<file path="src/rtl/i2c_ss_pkg.sv">
package i2c_ss_pkg;
  localparam int BYTE_W = 8;
  localparam int ADDR_W = 7;

  typedef enum logic [1:0] {PH_IDLE, PH_ADDR, PH_RX, PH_TX} phase_t;

  localparam logic [7:0] ST_NONE      = 8'hF8;
  localparam logic [7:0] ST_WR_OWN    = 8'h60;
  localparam logic [7:0] ST_WR_OWN_AL = 8'h68;
  localparam logic [7:0] ST_BC        = 8'h70;
  localparam logic [7:0] ST_BC_AL     = 8'h78;
  localparam logic [7:0] ST_RX_ACK    = 8'h80;
  localparam logic [7:0] ST_RX_NAK    = 8'h88;
  localparam logic [7:0] ST_BCRX_ACK  = 8'h90;
  localparam logic [7:0] ST_BCRX_NAK  = 8'h98;
  localparam logic [7:0] ST_END       = 8'hA0;
  localparam logic [7:0] ST_RD_OWN    = 8'hA8;
  localparam logic [7:0] ST_RD_OWN_AL = 8'hB0;
  localparam logic [7:0] ST_TX_ACK    = 8'hB8;
  localparam logic [7:0] ST_TX_NAK    = 8'hC0;
  localparam logic [7:0] ST_TX_LAST   = 8'hC8;

  function automatic logic [7:0] addr_code(input logic rd, input logic bc, input logic al);
    if (rd)      return al ? ST_RD_OWN_AL : ST_RD_OWN;
    else if (bc) return al ? ST_BC_AL : ST_BC;
    else         return al ? ST_WR_OWN_AL : ST_WR_OWN;
  endfunction

  function automatic logic [7:0] rx_code(input logic bc, input logic ack);
    if (bc) return ack ? ST_BCRX_ACK : ST_BCRX_NAK;
    else    return ack ? ST_RX_ACK : ST_RX_NAK;
  endfunction
endpackage

</file>
<file path="src/rtl/i2c_ss_sync.sv">
module i2c_ss_sync #(
  parameter int STAGES = 2,
  parameter int LINES  = 2
) (
  input  logic             clk,
  input  logic             rst,
  input  logic [LINES-1:0] d,
  output logic [LINES-1:0] q
);
  for (genvar g = 0; g < LINES; g++) begin : g_line
    logic [STAGES-1:0] chain;
    always_ff @(posedge clk) begin
      if (rst) chain <= '1;
      else     chain <= {chain[STAGES-2:0], d[g]};
    end
    assign q[g] = chain[STAGES-1];
  end
endmodule

</file>
<file path="src/rtl/i2c_ss_cond.sv">
module i2c_ss_cond (
  input  logic clk,
  input  logic rst,
  input  logic scl_s,
  input  logic sda_s,
  output logic scl_rise,
  output logic scl_fall,
  output logic start_det,
  output logic stop_det
);
  logic scl_q, sda_q;

  always_ff @(posedge clk) begin
    if (rst) begin
      scl_q <= 1'b1;
      sda_q <= 1'b1;
    end else begin
      scl_q <= scl_s;
      sda_q <= sda_s;
    end
  end

  assign scl_rise  = scl_s & ~scl_q;
  assign scl_fall  = ~scl_s & scl_q;
  assign start_det = scl_s & scl_q & sda_q & ~sda_s;
  assign stop_det  = scl_s & scl_q & ~sda_q & sda_s;
endmodule

</file>
<file path="src/rtl/i2c_ss_core.sv">
module i2c_ss_core
  import i2c_ss_pkg::*;
(
  input  logic              clk,
  input  logic              rst,
  input  logic              scl_rise,
  input  logic              scl_fall,
  input  logic              start_det,
  input  logic              stop_det,
  input  logic              sda_s,
  input  logic [ADDR_W-1:0] own_addr,
  input  logic              gc_en,
  input  logic              ack_en,
  input  logic              arb_lost,
  input  logic [BYTE_W-1:0] tx_data,
  input  logic              flag_clr,
  output logic              scl_oe,
  output logic              sda_oe,
  output logic              irq_flag,
  output logic [7:0]        status,
  output logic [BYTE_W-1:0] rx_data
);
  localparam int CNT_W = $clog2(BYTE_W + 2);
  localparam logic [CNT_W-1:0] ACK_SLOT = CNT_W'(BYTE_W);
  localparam logic [CNT_W-1:0] END_SLOT = CNT_W'(BYTE_W + 1);

  phase_t            phase;
  logic [CNT_W-1:0]  cnt;
  logic [BYTE_W-1:0] shreg, txsh;
  logic              stretch, addressed, arb_pend;
  logic              bc_mode, rd_mode, acked, last, mack;
  logic              own_hit, bc_hit;

  assign own_hit = (shreg[BYTE_W-1:1] == own_addr);
  assign bc_hit  = gc_en && (shreg == '0);

  always_ff @(posedge clk) begin
    if (rst) begin
      phase     <= PH_IDLE;
      cnt       <= '0;
      shreg     <= '0;
      txsh      <= '0;
      stretch   <= 1'b0;
      scl_oe    <= 1'b0;
      sda_oe    <= 1'b0;
      irq_flag  <= 1'b0;
      status    <= ST_NONE;
      rx_data   <= '0;
      addressed <= 1'b0;
      arb_pend  <= 1'b0;
      bc_mode   <= 1'b0;
      rd_mode   <= 1'b0;
      acked     <= 1'b0;
      last      <= 1'b0;
      mack      <= 1'b0;
    end else begin
      // clock release lags the stretch state by one cycle so SDA settles first
      scl_oe <= stretch;
      if (arb_lost) arb_pend <= 1'b1;

      if (flag_clr && irq_flag) begin
        irq_flag <= 1'b0;
        status   <= ST_NONE;
        stretch  <= 1'b0;
        if (phase == PH_TX && stretch) begin
          txsh   <= tx_data;
          sda_oe <= ~tx_data[BYTE_W-1];
          last   <= ~ack_en;
        end
      end

      if (stop_det || start_det) begin
        phase   <= stop_det ? PH_IDLE : PH_ADDR;
        cnt     <= '0;
        sda_oe  <= 1'b0;
        stretch <= 1'b0;
        if (addressed) begin
          status    <= ST_END;
          irq_flag  <= 1'b1;
          addressed <= 1'b0;
        end
      end else if (scl_rise && phase != PH_IDLE) begin
        cnt <= cnt + 1'b1;
        if ((phase == PH_ADDR || phase == PH_RX) && cnt < ACK_SLOT)
          shreg <= {shreg[BYTE_W-2:0], sda_s};
        if (phase == PH_TX && cnt == ACK_SLOT)
          mack <= ~sda_s;
      end else if (scl_fall && phase != PH_IDLE) begin
        if (cnt == ACK_SLOT) begin
          // start of the acknowledge slot
          case (phase)
            PH_ADDR: begin
              if (ack_en && (own_hit || bc_hit)) begin
                sda_oe  <= 1'b1;
                rd_mode <= own_hit & shreg[0];
                bc_mode <= ~own_hit;
              end else begin
                phase <= PH_IDLE;
              end
            end
            PH_RX: begin
              rx_data <= shreg;
              acked   <= ack_en;
              sda_oe  <= ack_en;
            end
            PH_TX:   sda_oe <= 1'b0;
            default: sda_oe <= 1'b0;
          endcase
        end else if (cnt == END_SLOT) begin
          // end of the acknowledge slot: report the event
          cnt      <= '0;
          sda_oe   <= 1'b0;
          irq_flag <= 1'b1;
          case (phase)
            PH_ADDR: begin
              status    <= addr_code(rd_mode, bc_mode, arb_pend);
              arb_pend  <= 1'b0;
              addressed <= 1'b1;
              stretch   <= 1'b1;
              phase     <= rd_mode ? PH_TX : PH_RX;
            end
            PH_RX: begin
              status <= rx_code(bc_mode, acked);
              if (acked) stretch <= 1'b1;
              else       phase   <= PH_IDLE;
            end
            PH_TX: begin
              if (mack && !last) begin
                status  <= ST_TX_ACK;
                stretch <= 1'b1;
              end else begin
                status <= mack ? ST_TX_LAST : ST_TX_NAK;
                phase  <= PH_IDLE;
              end
            end
            default: irq_flag <= irq_flag;
          endcase
        end else if (phase == PH_TX && cnt != '0) begin
          txsh   <= txsh << 1;
          sda_oe <= ~txsh[BYTE_W-2];
        end
      end
    end
  end
endmodule

</file>
<file path="src/rtl/i2c_slave_status.sv">
module i2c_slave_status
  import i2c_ss_pkg::*;
#(
  parameter int SYNC_STAGES = 2
) (
  input  logic              clk,
  input  logic              rst,
  input  logic              scl_i,
  input  logic              sda_i,
  output logic              scl_oe,
  output logic              sda_oe,
  input  logic [ADDR_W-1:0] own_addr,
  input  logic              gc_en,
  input  logic              ack_en,
  input  logic              arb_lost,
  input  logic [BYTE_W-1:0] tx_data,
  input  logic              flag_clr,
  output logic              irq_flag,
  output logic [7:0]        status,
  output logic [BYTE_W-1:0] rx_data
);
  logic [1:0] line_s;
  logic scl_rise, scl_fall, start_det, stop_det;

  i2c_ss_sync #(.STAGES(SYNC_STAGES), .LINES(2)) u_sync (
    .clk (clk),
    .rst (rst),
    .d   ({scl_i, sda_i}),
    .q   (line_s)
  );

  i2c_ss_cond u_cond (
    .clk       (clk),
    .rst       (rst),
    .scl_s     (line_s[1]),
    .sda_s     (line_s[0]),
    .scl_rise  (scl_rise),
    .scl_fall  (scl_fall),
    .start_det (start_det),
    .stop_det  (stop_det)
  );

  i2c_ss_core u_core (
    .clk       (clk),
    .rst       (rst),
    .scl_rise  (scl_rise),
    .scl_fall  (scl_fall),
    .start_det (start_det),
    .stop_det  (stop_det),
    .sda_s     (line_s[0]),
    .own_addr  (own_addr),
    .gc_en     (gc_en),
    .ack_en    (ack_en),
    .arb_lost  (arb_lost),
    .tx_data   (tx_data),
    .flag_clr  (flag_clr),
    .scl_oe    (scl_oe),
    .sda_oe    (sda_oe),
    .irq_flag  (irq_flag),
    .status    (status),
    .rx_data   (rx_data)
  );
endmodule

</file>
<file path="config.mk">
export PLATFORM = sky130hd
export DESIGN_NAME = i2c_slave_status
export DESIGN_NICKNAME = d
export VERILOG_FILES = /design/src/rtl/i2c_ss_pkg.sv /design/src/rtl/i2c_ss_sync.sv /design/src/rtl/i2c_ss_cond.sv /design/src/rtl/i2c_ss_core.sv /design/src/rtl/i2c_slave_status.sv
export SDC_FILE = /design/constraint.sdc
export NUM_CORES = 1
export LEC_CHECK = 0
export BUFFER_PORTS_ARGS = -buffer_cell sky130_fd_sc_hd__buf_4
export CORE_MARGIN = 5
export CORE_UTILIZATION = 56
export CTS_CLUSTER_SIZE = 20
export DETAILED_ROUTE_END_ITERATION = 10
export GPL_TIMING_DRIVEN = 0
export PLACE_DENSITY_LB_ADDON = 0.12
export REMOVE_ABC_BUFFERS = 1
export SLEW_MARGIN = 20
export SYNTH_ARGS = -nofsm -noshare
export SYNTH_HDL_FRONTEND = slang
export SYNTH_SLANG_ARGS = --single-unit
export TNS_END_PERCENT = 5
</file>
<file path="constraint.sdc">
create_clock -name clk -period 2.8 [get_ports clk]
set_clock_uncertainty 0.05 [all_clocks]
set_input_delay 0.14 -clock clk [delete_from_list [all_inputs] [get_ports clk]]
set_output_delay 0.14 -clock clk [all_outputs]
set_load 0.05 [all_outputs]
</file>
==> metrics.txt <==
Post-Route WL=5.153 mm; final hold violations=0; Net Sw Frac=0.2147; ys async rst share=0; worst-case reg-to-reg path depth=7; storage element area=1081 um^2; Root Driver=clkbuf_8; Clock Latency Late Sink=roughly 0.30 ns; Pwr Density=441.3 nW/um^2; Critical Path Start=u_core.phase[1]$_SDFFE_PP0P_; logic gate share of total power=0.058; Crit. End Element=flop; max cap viols=0; Clk pin slew, worst setup/hold paths=0.09 ns; cell count after synthesis=291; Final ANT Viol Nets=0; DP HPWL=3.695 mm; Multi-input gate area=1396 um^2; die width=77.58 um; post-synthesis sequential area ratio=0.4227; maximum buffer depth of the clock tree=2; Finished Core Util=0.6838; IO Pins=42; CTS buffer count=5; die area=6019 um^2; Slew headroom=0.5600; RSZ-0062 raised after global routing=false; DR vias/cell=approximately 5.5; synth warn=0; grt ovf=0; vias in the first global route=~1.9k; Worst setup SP type=flop; Die H=77.58 um; maximum fanout along the worst path=9; worst slew pin tran=0.6581 ns; DR vias=2096; Min-Delay Path Class=primary input to flop; Highest Clock Rate=approximately 400 MHz; Sink Count=between 50 and 60; sequential share of power=0.588; Leakage=1.366 nW; Synth cell types=47; Filler cells=around 370; Final Max Slew Viols=0; outcome=finished clean; Post-Route Setup TNS=0 ns; Syn Area/Cell=roughly 8.8 um^2; crit path time final=2.478 ns; Max IR drop VDD=0.0002490 V; DRT Pass-1 Iters=5; row count=24; WP data arrival=2.62 ns; H-tree Lvls=2; worst r2r dst=u_core.status[3]$_SDFF_PP1_; WS Path Type=flop to flop; Final GP Congestion=0.8155; CTS tree=built; largest net degree at the start of global routing=46; Antenna diodes=0; slack of the worst reg-to-reg path=about 0.32 ns; port bufs=41; critical path required time=2.94 ns; Clock power frac=0.354; Setup Viol. Count Final=0; Post-synth EDFFs=0; dominant synthesized flop cell=dfxtp_1; P&R area growth vs syn=17.22%; P_int=0.001039 W; GRT Total Usage=0.1790; iteration-0 DRC count of the detailed router=~190; initial antenna violation count=0; FF+latch count, synth=54; initial core utilization=0.5833; first-pass GRT wire length=~9 mm; CP Capture Point=u_core.status[3]$_SDFF_PP1_; Cell Area, Synth=2557 um^2; share of cells above drive strength 1=0.1871; worst flop-to-flop path startpoint=u_core.phase[1]$_SDFFE_PP0P_; Switch Pwr=~0.00028 W; Layout Nets=355; core area=4384 um^2; WL per Instance=13.63 um; fin crit share=0.8849; DRC errors left=0
cell families after synthesis:
group | Yosys count | share of synthesized area
and+or+nand+nor | 122 | 0.2427
adders and majority gates | 7 | 0.03425
buffers and inverters | 22 | 0.03327
muxes | 27 | 0.1067
AOI/OAI and AO/OA | 47 | 0.1194
xor gates and xnor gates | 12 | 0.04110
DFF | 54 | 0.4227
layout by cell type (no fill, tap or decap), drive strengths merged, types with 4 or more instances in the layout:
master,netlist,final
buf,2,41
or2,8,8
nor3,6,6
a21oi,13,13
mux2i,25,25
nand2b,4,4
nand3b,4,4
o21ai,7,7
xor2,8,8
and2,6,6
a211oi,7,7
inv,6,6
nand3,8,8
nand2,15,15
nor2,48,48
clkbuf,14,7
xnor2,4,4
or3,4,4
dfxtp,54,54
ha,7,7
a31oi,5,5
synth_stat cells, drive strengths merged (5+ instances only):
master | n | area (um^2)
a211oi | 7 | 52.55
or2 | 8 | 50.05
o21ai | 7 | 35.03
nand3 | 8 | 40.04
nor3 | 6 | 35.03
dfxtp | 54 | 1081
mux2i | 25 | 250.2
xor2 | 8 | 70.07
inv | 6 | 22.52
ha | 7 | 87.58
a21oi | 13 | 65.06
clkbuf | 14 | 52.55
and2 | 6 | 37.54
nor2 | 48 | 180.2
nand2 | 15 | 56.30
a31oi | 5 | 31.28
timing repair:
item	4_1_cts	5_1_grt
hold buffers	2	0
hold endpoints to repair	2	0
endpoints found under the setup margin	8	0
buffers inserted	0	0
resized for setup	1	0
critical path, cell delays in order, from the launching register on:
cell and delay (ns):
dfxtp_1 0.45, inv_1 0.10, ha_1 0.25, or3b_1 0.49
or3_1 0.53, a221o_1 0.31, o311ai_1 0.07, nand3_1 0.10
flip-flops by register name, summed over array words and instances, names as in the netlist:
| name | count |
|---|---|
| u_sync.g_line.chain | 4 |
| u_core.phase | 2 |
| u_cond.sda_q | 1 |
| u_core.rx_data | 8 |
| u_core.cnt | 4 |
| u_core.rd_mode | 1 |
| u_core.irq_flag | 1 |
| u_core.shreg | 8 |
| u_core.mack | 1 |
| u_core.arb_pend | 1 |
| u_core.scl_oe | 1 |
| u_core.status | 8 |
| u_core.addressed | 1 |
| u_core.sda_oe | 1 |
| u_core.acked | 1 |
| u_core.bc_mode | 1 |
| u_core.txsh | 7 |
| u_core.stretch | 1 |
| u_cond.scl_q | 1 |
| u_core.last | 1 |
worst min-delay path by stage:
stage	startpoint	endpoint	slack [ns]	cells past startpoint
floorplan	rst	u_core.bc_mode$_SDFFE_PP0P_	0.16	1
finish	arb_lost	u_core.arb_pend$_SDFF_PP0_	0.04	3
global route	arb_lost	u_core.arb_pend$_SDFF_PP0_	0.04	3
CTS	arb_lost	u_core.arb_pend$_SDFF_PP0_	0.04	3
global placement	scl_i	u_sync.g_line[1].chain[0]$_SDFF_PP1_	0.27	2
detailed placement	scl_i	u_sync.g_line[1].chain[0]$_SDFF_PP1_	0.28	2
stage by stage:
stage / cell area [um^2] / instances / power (W) / setup slack, ns / hold WS (ns)
4_1_cts: 2998 / 378 / 0.001341 / 0.3363 / 0.03529
6_report: 2998 / 378 / 0.001323 / 0.3222 / 0.03776
5_1_grt: 2998 / 378 / 0.001390 / 0.1715 / 0.04401
2_1_floorplan: 2495 / 275 / 0.0008270 / 0.6043 / 0.1591
3_5_place_dp: 2868 / 368 / 0.0008707 / 0.004892 / 0.2783
3_3_place_gp: 2868 / 368 / 0.0008695 / 0.06843 / 0.2737
power groups by stage:
| stage | Combinational (W) | Sequential (W) | Clock, W |
|---|---|---|---|
| 2_1_floorplan | 0.0000287 | 0.000798 | 0 |
| 3_3_place_gp | 0.0000738 | 0.000796 | 0 |
| 3_5_place_dp | 0.0000748 | 0.000796 | 0 |
| 4_1_cts | 0.0000771 | 0.000778 | 0.000486 |
| 5_1_grt | 0.0000853 | 0.000779 | 0.000525 |
| 6_report | 0.0000767 | 0.000778 | 0.000468 |
per-layer routing:
layer / part of all wire / global-route usage / vias up
li1: - / - / 1082
met1: 0.47 / 0.2477 / 961
met2: 0.45 / 0.2730 / 47
met3: 0.061 / 0.04861 / 6
met4: 0.013 / 0.05155 / 0
met5: 0 / 0 / -
cell type report:
cell class	count	area share
inverter	6	0.007513
clock inverter	1	0.002922
timing repair buffer	43	0.1093
tap	52	0.02170
clock buffer	7	0.03214
multi-input combinational	215	0.4658
sequential	54	0.3606
Power figures use the tool's default switching activity.
